## src/rtl/rng_health_mon.sv

```systemverilog
module rng_health_mon #(
  parameter int WIN_BITS  = 20000,
  parameter int WORD_W    = 32,
  parameter int LONG_RUN  = 34,
  parameter int NOISE_RUN = 48,
  parameter int ONES_LO   = 9655,
  parameter int ONES_HI   = 10345,
  parameter int POKER_LO  = 5150,
  parameter int POKER_HI  = 287000,
  parameter int RUN_LO [6] = '{2267, 1079, 502, 223, 90, 90},
  parameter int RUN_HI [6] = '{2733, 1421, 748, 402, 223, 223}
) (
  input  logic              clk,
  input  logic              rst_n,
  input  logic              bit_vld,
  input  logic              bit_in,
  input  logic              word_vld,
  input  logic [WORD_W-1:0] word_in,
  output logic              win_done,
  output logic              fail_monobit,
  output logic              fail_poker,
  output logic              fail_runs,
  output logic              fail_longrun,
  output logic              fail_noise,
  output logic              fail_stuck
);
  localparam int CW  = $clog2(WIN_BITS + 1);
  localparam int NIB = WIN_BITS / 4;
  localparam int NW  = $clog2(NIB + 1);
  localparam int SW  = 2 * NW + 1;
  localparam int RW  = $clog2(NOISE_RUN + 1);
  localparam longint PK_LO_T = longint'(NIB) * NIB + POKER_LO;
  localparam longint PK_HI_T = longint'(NIB) * NIB + POKER_HI;

  logic [CW-1:0] pos, ones;
  logic [2:0]    nsh;
  logic [NW-1:0] pk [16];
  logic [SW-1:0] sumsq;
  logic [CW-1:0] rc [12];
  logic          wr_bit;
  logic [2:0]    wr_len;
  logic          rep_seen, rep_bit;
  logic [RW-1:0] rep_len;
  logic              prev_ok;
  logic [WORD_W-1:0] prev_word;

  wire start    = (pos == '0);
  wire last     = bit_vld && (pos == CW'(WIN_BITS - 1));
  wire nib_done = bit_vld && (&pos[1:0]);
  wire [3:0] nib = {nsh, bit_in};

  wire [CW-1:0] ones_nxt = ones + CW'(bit_in);
  wire mono_bad = (ones_nxt < CW'(ONES_LO)) || (ones_nxt > CW'(ONES_HI));

  wire [SW-1:0] sumsq_nxt = sumsq + (nib_done ? SW'({pk[nib], 1'b1}) : '0);
  wire [SW+3:0] s16 = {sumsq_nxt, 4'b0};
  wire poker_bad = (s16 < (SW+4)'(PK_LO_T)) || (s16 > (SW+4)'(PK_HI_T));

  wire       differ  = (bit_in != wr_bit);
  wire [2:0] len_nx  = (start || differ) ? 3'd1 : (wr_len == 3'd6 ? 3'd6 : wr_len + 3'd1);
  wire       close_a = bit_vld && !start && differ;
  wire [3:0] idx_a   = wr_bit ? 4'(wr_len) + 4'd5 : 4'(wr_len) - 4'd1;
  wire [3:0] idx_b   = bit_in ? 4'(len_nx) + 4'd5 : 4'(len_nx) - 4'd1;

  logic [CW-1:0] rc_nxt [12];
  logic          runs_bad;
  always_comb begin
    runs_bad = 1'b0;
    for (int i = 0; i < 12; i++) begin
      rc_nxt[i] = rc[i] + CW'(close_a && idx_a == 4'(i)) + CW'(last && idx_b == 4'(i));
      if (rc_nxt[i] < CW'(RUN_LO[i % 6]) || rc_nxt[i] > CW'(RUN_HI[i % 6]))
        runs_bad = 1'b1;
    end
  end

  wire same     = rep_seen && (bit_in == rep_bit);
  wire hit_long = bit_vld && same && (rep_len == RW'(LONG_RUN - 1));
  wire hit_nois = bit_vld && same && (rep_len == RW'(NOISE_RUN - 1));
  wire hit_stk  = word_vld && prev_ok && (word_in == prev_word);

  always_ff @(posedge clk or negedge rst_n) begin
    if (!rst_n) begin
      pos <= '0; ones <= '0; nsh <= '0; sumsq <= '0;
      for (int i = 0; i < 16; i++) pk[i] <= '0;
      for (int i = 0; i < 12; i++) rc[i] <= '0;
      wr_bit <= 1'b0; wr_len <= 3'd0;
      rep_seen <= 1'b0; rep_bit <= 1'b0; rep_len <= '0;
      prev_ok <= 1'b0; prev_word <= '0;
      win_done <= 1'b0; fail_monobit <= 1'b0; fail_poker <= 1'b0; fail_runs <= 1'b0;
      fail_longrun <= 1'b0; fail_noise <= 1'b0; fail_stuck <= 1'b0;
    end else begin
      win_done     <= last;
      fail_monobit <= last && mono_bad;
      fail_poker   <= last && poker_bad;
      fail_runs    <= last && runs_bad;
      fail_longrun <= hit_long;
      fail_noise   <= hit_nois;
      fail_stuck   <= hit_stk;
      if (word_vld) begin
        prev_ok   <= 1'b1;
        prev_word <= word_in;
      end
      if (bit_vld) begin
        rep_seen <= 1'b1;
        rep_bit  <= bit_in;
        rep_len  <= !same ? RW'(1) : (rep_len == RW'(NOISE_RUN) ? rep_len : rep_len + RW'(1));
        nsh      <= {nsh[1:0], bit_in};
        wr_bit   <= bit_in;
        wr_len   <= len_nx;
        if (last) begin
          pos <= '0; ones <= '0; sumsq <= '0;
          for (int i = 0; i < 16; i++) pk[i] <= '0;
          for (int i = 0; i < 12; i++) rc[i] <= '0;
        end else begin
          pos   <= pos + CW'(1);
          ones  <= ones_nxt;
          sumsq <= sumsq_nxt;
          if (nib_done) pk[nib] <= pk[nib] + NW'(1);
          for (int i = 0; i < 12; i++) rc[i] <= rc_nxt[i];
        end
      end
    end
  end
endmodule

```

## config.mk

```make
export PLATFORM = sky130hd
export DESIGN_NAME = rng_health_mon
export DESIGN_NICKNAME = d
export VERILOG_FILES = /design/src/rtl/rng_health_mon.sv
export SDC_FILE = /design/constraint.sdc
export NUM_CORES = 1
export LEC_CHECK = 0
export BUFFER_PORTS_ARGS = -buffer_cell sky130_fd_sc_hd__buf_4
export CAP_MARGIN = 10
export CORE_MARGIN = 2
export CORE_UTILIZATION = 55
export CTS_BUF_LIST = sky130_fd_sc_hd__clkbuf_4
export CTS_CLUSTER_SIZE = 40
export DETAILED_ROUTE_END_ITERATION = 16
export PLACE_DENSITY = 0.8
export SYNTH_ARGS = -nofsm -noshare
export SYNTH_HDL_FRONTEND = slang
export SYNTH_SLANG_ARGS = --single-unit
```

## constraint.sdc

```tcl
create_clock -name clk -period 8.5 [get_ports clk]
set_input_delay 1.7 -clock clk [delete_from_list [all_inputs] [get_ports clk]]
set_output_delay 1.7 -clock clk [all_outputs]
set_load 0.03 [all_outputs]
```

* Word level (Yosys, flattened, before mapping)
Index checks and enable logic that the tools add are counted.
** Word-level totals
- Bits in registers :: 499
** Cells by class
- Add/sub/neg operators :: 34
- Order comparisons :: 30
- Equal/unequal tests :: 31
- Multiplexer cells :: 31
- Bitwise logic cells :: 1
- Reduce and logical (&&, ||, !) cells :: 61
** Operator list (count)
- 208-bit two-way mux :: 2
- 15-bit by 1-bit adder with 15-bit output :: 25
- 208-bit bitwise mux :: 1
- 180-bit two-way mux :: 1
- 15-bit by 8-bit greater-than comparator with 1-bit output, second input constant :: 4
- 15-bit by 7-bit < comparator with 1-bit output, second input constant :: 4
- 13-bit binary-select mux with 4-bit select :: 1
- 13-bit demux with 4-bit select :: 1
- 13-bit two-way mux :: 3
- 1-bit logical AND :: 38
- 32-bit == test :: 1
- 4-bit by 3-bit == test with 1-bit output, second input constant :: 8
- 4-bit == test, second input constant :: 8
- 31-bit by 25-bit greater-than comparator with 1-bit output, second input constant :: 1
- 31-bit by 25-bit < comparator with 1-bit output, second input constant :: 1
- 15-bit by 10-bit greater-than comparator with 1-bit output, second input constant :: 2
- 15-bit by 11-bit greater-than comparator with 1-bit output, second input constant :: 2
- 15-bit by 12-bit greater-than comparator with 1-bit output, second input constant :: 2
- 15-bit by 9-bit greater-than comparator with 1-bit output, second input constant :: 2
- 15-bit by 11-bit < comparator with 1-bit output, second input constant :: 2
- 15-bit by 12-bit < comparator with 1-bit output, second input constant :: 2
- 15-bit by 8-bit < comparator with 1-bit output, second input constant :: 2
- 15-bit by 9-bit < comparator with 1-bit output, second input constant :: 2
- 15-bit two-way mux :: 2
- 32 further kinds :: 71

* Depth between registers and ports, before layout
- Depth in word-level cells :: 23
- Gate-level depth with buffers :: 28
- Gate-level depth less buffers :: 22

* Worst setup path after synthesis
OpenSTA, ideal clock, no wires.
- Kind :: input port to flip-flop
- Start point :: input bit_in
- End point :: register fail_runs
- Library setup time :: 0.152 ns
- Data arrival time :: 6.670 ns
- Required time :: 8.348 ns
- Setup slack :: 1.678 ns
- Stages on the path :: 26
- Path buffers :: 7
- Cell sequence :: buf_6 > buf_12 > buf_12 > buf_12 > buf_12 > buf_12 > buf_8 > inv_1 > ha_1 > nor2b_1 > a21boi_0 > ha_1 > and3_1 > a21oi_1 > nor4_1 > fa_1 > ha_1 > nand3_1 > nor4_1 > nand3_1 > xnor2_1 > or4_1 > nor3_1 > nand4_1 > a2111oi_0 > a41oi_1
** Between the ends
- Cells in the longest elaborated chain, start to end :: 23
- Elaborated cells on any way between the ends :: 116
- Classes of those cells :: add/sub (26); order compare (24); eq/ne (12); mux (14); reduce/logical (40)
** RTL lines
- start: declaration :: RTL line 16 : input logic bit_in,
- 1-bit inequality test (*) :: RTL line 59 : wire differ = (bit_in != wr_bit);
- 1-bit logical OR (*) :: RTL line 60 : wire [2:0] len_nx = (start || differ) ? 3'd1 : (wr_len == 3'd6 ? 3'd6 : wr_len + 3'd1);
- 3-bit two-way mux (*) :: RTL line 60
- via len_nx[1] :: RTL line 60
- 3-bit by 1-bit subtractor with 4-bit output or 3-bit by 3-bit adder with 4-bit output (tied branches) :: RTL line 63 : wire [3:0] idx_b = bit_in ? 4'(len_nx) + 4'd5 : 4'(len_nx) - 4'd1;
- 4-bit two-way mux (*) :: RTL line 63
- 4-bit logical NOT :: RTL line 70 : rc_nxt[i] = rc[i] + CW'(close_a && idx_a == 4'(i)) + CW'(last && idx_b == 4'(i));
- 1-bit logical AND :: RTL line 70
- 15-bit by 1-bit adder with 15-bit output :: RTL line 70
- 15-bit by 12-bit < comparator with 1-bit output or 15-bit by 12-bit greater-than comparator with 1-bit output (tied branches) :: RTL line 71 : if (rc_nxt[i] < CW'(RUN_LO[i % 6]) || rc_nxt[i] > CW'(RUN_HI[i % 6]))
- 1-bit logical OR :: RTL line 71
- 1-bit two-way mux (11 in a row) :: RTL line 71
- 1-bit two-way mux (*) :: RTL line 71
- 1-bit logical AND (*) :: RTL line 95 : fail_runs <= last && runs_bad;
- end signal: assignment :: RTL line 95
- end: declaration :: RTL line 22 : output logic fail_runs,
Mark *: on every way through the listed nets, which the timed path passes. The rest lies on a longest branch.
A chain may end at the register's enable or synchronous reset.

* Worst setup path after layout
Ends and elaborated chain as after synthesis.

==> impl_metrics.prom <==
# TYPE chip_impl_metric gauge
chip_impl_metric{name="total_cts_buffers",unit=""} 137
chip_impl_metric{name="vias_per_cell",unit=""} 6.27
chip_impl_metric{name="p_per_area",unit="nW/um2"} 179
chip_impl_metric{name="clock_sink_count",unit=""} 498
chip_impl_metric{name="number_of_hold_buffers_added_after_cts",unit=""} 0
chip_impl_metric{name="total_of_buffers_placed_on_input_and_output_ports",unit=""} 43
chip_impl_metric{name="flow.area_growth_from_synthesis",unit="%"} 7.20
chip_impl_info{name="synth_most_common_cell",value="sky130_fd_sc_hd__nand2_1"} 1
chip_impl_metric{name="place_ws",unit="ns"} 0.980
chip_impl_info{name="yosys_most_used_dff",value="sky130_fd_sc_hd__dfrtp_1"} 1
chip_impl_info{name="critical_path.startpoint_type",value="primary input"} 1
chip_impl_metric{name="start_util",unit="%"} 55.5
chip_impl_info{name="synth_top_area_cell",value="sky130_fd_sc_hd__dfrtp_1"} 1
chip_impl_info{name="ctsRootBufferMaster",value="sky130_fd_sc_hd__clkbuf_4"} 1
chip_impl_metric{name="final_critical_path_setup_slack",unit="ns"} 1.86
chip_impl_metric{name="multiInputGateArea",unit="um2"} 15500
chip_impl_metric{name="drtAntennaViolNets",unit=""} 0
chip_impl_metric{name="drt_first_iter_violations",unit=""} 2637
chip_impl_metric{name="final.period_utilization",unit="%"} 78.1
chip_impl_metric{name="vdd_ir_drop_max",unit="V"} 0.000137
chip_impl_metric{name="cts_post_setup_buffers_inserted",unit=""} 0
chip_impl_metric{name="drv_slew",unit=""} 0
chip_impl_metric{name="floorplan.rows",unit=""} 84
chip_impl_metric{name="wire_length_of_the_first_global_routing_pass",unit="um"} 125000
chip_impl_metric{name="final-seq-area",unit="um2"} 12500
chip_impl_info{name="worst_setup_path_end_kind",value="flop"} 1
chip_impl_metric{name="report.final.hold_viol_count",unit=""} 0
chip_impl_metric{name="cap_viol_max_count",unit=""} 0
chip_impl_metric{name="worstPathMaxFanout",unit=""} 27
chip_impl_metric{name="grt_antenna_before_repair",unit=""} 2
chip_impl_metric{name="post_cts.resized_instances",unit=""} 0
chip_impl_info{name="outcome",value="finished, final reports clean"} 1
chip_impl_metric{name="grt_pass1_vias",unit=""} 23668
chip_impl_metric{name="netlist-cell-type-count",unit=""} 92
chip_impl_metric{name="totalWireLength",unit="um"} 77200
chip_impl_metric{name="gp_routability_congestion",unit=""} 0.908
chip_impl_metric{name="leakage",unit="uW"} 0.0131
chip_impl_metric{name="cts_htree_levels",unit=""} 4
chip_impl_metric{name="ys_warn_count",unit=""} 0
chip_impl_metric{name="cts.reportedPaths.clkPinSlew",unit="ns"} 0.06
chip_impl_info{name="hold_path_class",value="flop to flop"} 1
chip_impl_metric{name="post_synth_instance_area",unit="um2"} 29200
chip_impl_metric{name="grtUsageTotal",unit="%"} 28.7
chip_impl_info{name="grt_setup_unrepaired",value="no"} 1
chip_impl_metric{name="critPathArrivalTime",unit="ns"} 7.47
chip_impl_metric{name="num_vias",unit=""} 25106
chip_impl_metric{name="required",unit="ns"} 9.33
chip_impl_metric{name="design.final.nets",unit=""} 3316
chip_impl_metric{name="avgSynthCellArea",unit="um2"} 9.00
chip_impl_metric{name="die_height",unit="um"} 234
chip_impl_info{name="synth_common_cells",value="sky130_fd_sc_hd__nand2_1, sky130_fd_sc_hd__dfrtp_1, sky130_fd_sc_hd__o21ai_0"} 1
chip_impl_metric{name="postSynthCellCount",unit=""} 3242
chip_impl_info{name="setup.worst_path.class",value="primary input to flop"} 1
chip_impl_metric{name="worst_slew_margin_rel",unit="%"} 15.2
chip_impl_metric{name="die_area",unit="um2"} 54900
chip_impl_info{name="tritoncts",value="done"} 1
chip_impl_metric{name="async_reset_ff_share",unit="%"} 100
chip_impl_metric{name="synth_enable_flop_cells",unit=""} 0
chip_impl_metric{name="n_fill_cell",unit=""} 4478
chip_impl_metric{name="drive_gt1_share",unit="%"} 12.8
chip_impl_metric{name="finalCriticalPeriod",unit="ns"} 6.64
chip_impl_metric{name="post-dp-hpwl",unit="um"} 47900
chip_impl_metric{name="synth.yosys.seq_area_share",unit="%"} 42.7
chip_impl_metric{name="drt_pass1_iterations",unit=""} 5
chip_impl_metric{name="clk-insertion-delay-late",unit="ns"} 1.01
chip_impl_metric{name="coreArea",unit="um2"} 52600
chip_impl_metric{name="worst-slew-pin-transition",unit="ns"} 1.27
chip_impl_metric{name="fin_skew",unit="ns"} 0.0712
chip_impl_metric{name="floorplan.io_pins",unit=""} 44
chip_impl_metric{name="wl_per_cell",unit="um"} 19.3
chip_impl_metric{name="synth_top_area_share",unit="%"} 42.7
chip_impl_metric{name="postSynthNetCount",unit=""} 3334
chip_impl_metric{name="max-clock-path-buffers",unit=""} 3
chip_impl_metric{name="detail_route.drc_violations",unit=""} 0
chip_impl_metric{name="die-width",unit="um"} 234
chip_impl_metric{name="report.final.setup_viol",unit=""} 0
chip_impl_metric{name="grt_overflow",unit=""} 0
chip_impl_metric{name="postSynthRegisterBits",unit=""} 498
chip_impl_metric{name="max_freq",unit="MHz"} 151
chip_impl_info{name="synth_top_cells_by_area",value="sky130_fd_sc_hd__dfrtp_1, sky130_fd_sc_hd__nand2_1, sky130_fd_sc_hd__o21ai_0"} 1
chip_impl_metric{name="grt_start_max_net_pins",unit=""} 134
chip_impl_metric{name="setup-tns-final",unit="ns"} 0
==> where the power goes <==
part	switching, uW	internal [uW]
clock network	1060	1090
registers	154	2540
logic	453	289
total	1670	3920
==> layout by cell type (no fill, tap or decap), types with 11 or more instances in the layout <==
master                        n
sky130_fd_sc_hd__nor3_1      63
sky130_fd_sc_hd__xor2_1      67
sky130_fd_sc_hd__and3_1      61
sky130_fd_sc_hd__and4_1      13
sky130_fd_sc_hd__or3_1       11
sky130_fd_sc_hd__o22ai_1     18
sky130_fd_sc_hd__clkinv_1    17
sky130_fd_sc_hd__nor2b_1     19
sky130_fd_sc_hd__nor2_1     142
sky130_fd_sc_hd__xnor2_1     85
sky130_fd_sc_hd__clkbuf_4   195
sky130_fd_sc_hd__buf_4       64
sky130_fd_sc_hd__a31oi_2     12
sky130_fd_sc_hd__mux2_2      40
sky130_fd_sc_hd__a21oi_1     91
sky130_fd_sc_hd__mux4_1      32
sky130_fd_sc_hd__o31ai_1     72
sky130_fd_sc_hd__ha_1        42
sky130_fd_sc_hd__fa_1        13
sky130_fd_sc_hd__o21ai_0    432
sky130_fd_sc_hd__nand4_1     39
sky130_fd_sc_hd__dfrtp_1    497
sky130_fd_sc_hd__or2_2       11
sky130_fd_sc_hd__o2bb2ai_1   45
sky130_fd_sc_hd__mux4_2      31
sky130_fd_sc_hd__a31oi_1     26
sky130_fd_sc_hd__o21ai_1     28
sky130_fd_sc_hd__nor4_1      31
sky130_fd_sc_hd__a22o_1      17
sky130_fd_sc_hd__nand2_1    658
sky130_fd_sc_hd__and2_1      30
sky130_fd_sc_hd__inv_1       53
sky130_fd_sc_hd__o21ai_2     20
sky130_fd_sc_hd__nand2b_1    20
sky130_fd_sc_hd__nand3_1    129
==> metal layers <==
metal / vias up / part of all wire (%) / global-route usage (%)
li1: 11656 / - / -
met1: 12076 / 43 / 39.6
met2: 1145 / 45 / 43.4
met3: 229 / 8.3 / 6.86
met4: 0 / 3.5 / 12.5
met5: - / 0 / 0
==> path summary, 6_finish.rpt <==
check                      cells after the start     from        end  slack [ns]
setup / recovery                              20   bit_in  fail_runs        1.86
hold / removal                                 1  prev_ok    prev_ok        0.47
setup reg to reg                              21   pos[6]  fail_runs        2.27
hold reg to reg                                1  prev_ok    prev_ok        0.47
max in group asynchronous                      2    rst_n  sumsq[18]        6.43
min in group asynchronous                      1    rst_n     pk[18]        0.72
==> metrics by stage <==
stage	instances	utilization, %	hold slack, ns	cell area (um2)	total power (uW)
2_1_floorplan	3242	-	0.439	29200	3240
3_3_place_gp	3773	56.3	0.453	29600	3440
3_5_place_dp	3773	56.3	0.463	29600	3470
4_1_cts	4000	59.5	0.477	31300	5630
5_1_grt	4004	59.5	0.488	31300	5890
6_report	4004	59.5	0.474	31300	5590
==> layout make-up <==
cell class | instances | area share (%)
clock buffers | 195 | 4.68
flip-flops and latches | 498 | 39.8
well taps | 688 | 2.75
diodes | 4 | 0.0320
repair buffers | 68 | 1.75
inverters | 55 | 0.664
clock inverters | 32 | 0.660
multi-input cells | 2464 | 49.6
==> logic make-up (layout without fill, tap and decap cells) <==
group                      count (synthesis)  after routing  synth area share (%)
other                                      0              4                     0
buffers and inverters                    280            350                  4.48
AOI/OAI and AO/OA                        868            868                  18.1
DFF                                      498            498                  42.7
adders and majority gates                 56             56                  2.73
muxes                                    110            110                  7.06
xor gates and xnor gates                 158            158                  4.95
and+or+nand+nor                         1272           1272                  20.0
==> sequential cells by signal (all words and copies together) (netlist names), 3 cells and up <==
| signal | count |
|---|---|
| sumsq | 27 |
| rep_len | 6 |
| nsh | 3 |
| prev_word | 32 |
| ones | 15 |
| pk | 208 |
| pos | 15 |
| wr_len | 3 |
| rc | 180 |
==> worst max-delay path: stages <==
cell and delay, ns:
sky130_fd_sc_hd__buf_4 0.41, sky130_fd_sc_hd__inv_1 0.27, sky130_fd_sc_hd__ha_1 0.39, sky130_fd_sc_hd__nor2b_1 0.21
sky130_fd_sc_hd__a21boi_0 0.28, sky130_fd_sc_hd__ha_1 0.23, sky130_fd_sc_hd__nand2_1 0.16, sky130_fd_sc_hd__or4_1 0.60
sky130_fd_sc_hd__fa_1 0.48, sky130_fd_sc_hd__inv_1 0.08, sky130_fd_sc_hd__ha_1 0.36, sky130_fd_sc_hd__inv_1 0.16
sky130_fd_sc_hd__nor3_1 0.57, sky130_fd_sc_hd__nand3_1 0.24, sky130_fd_sc_hd__xnor2_1 0.20, sky130_fd_sc_hd__nor4_1 0.27
sky130_fd_sc_hd__nand4_1 0.13, sky130_fd_sc_hd__nor4_1 0.31, sky130_fd_sc_hd__nor4bb_1 0.26, sky130_fd_sc_hd__a41oi_1 0.14
Power figures use the tool's default switching activity.
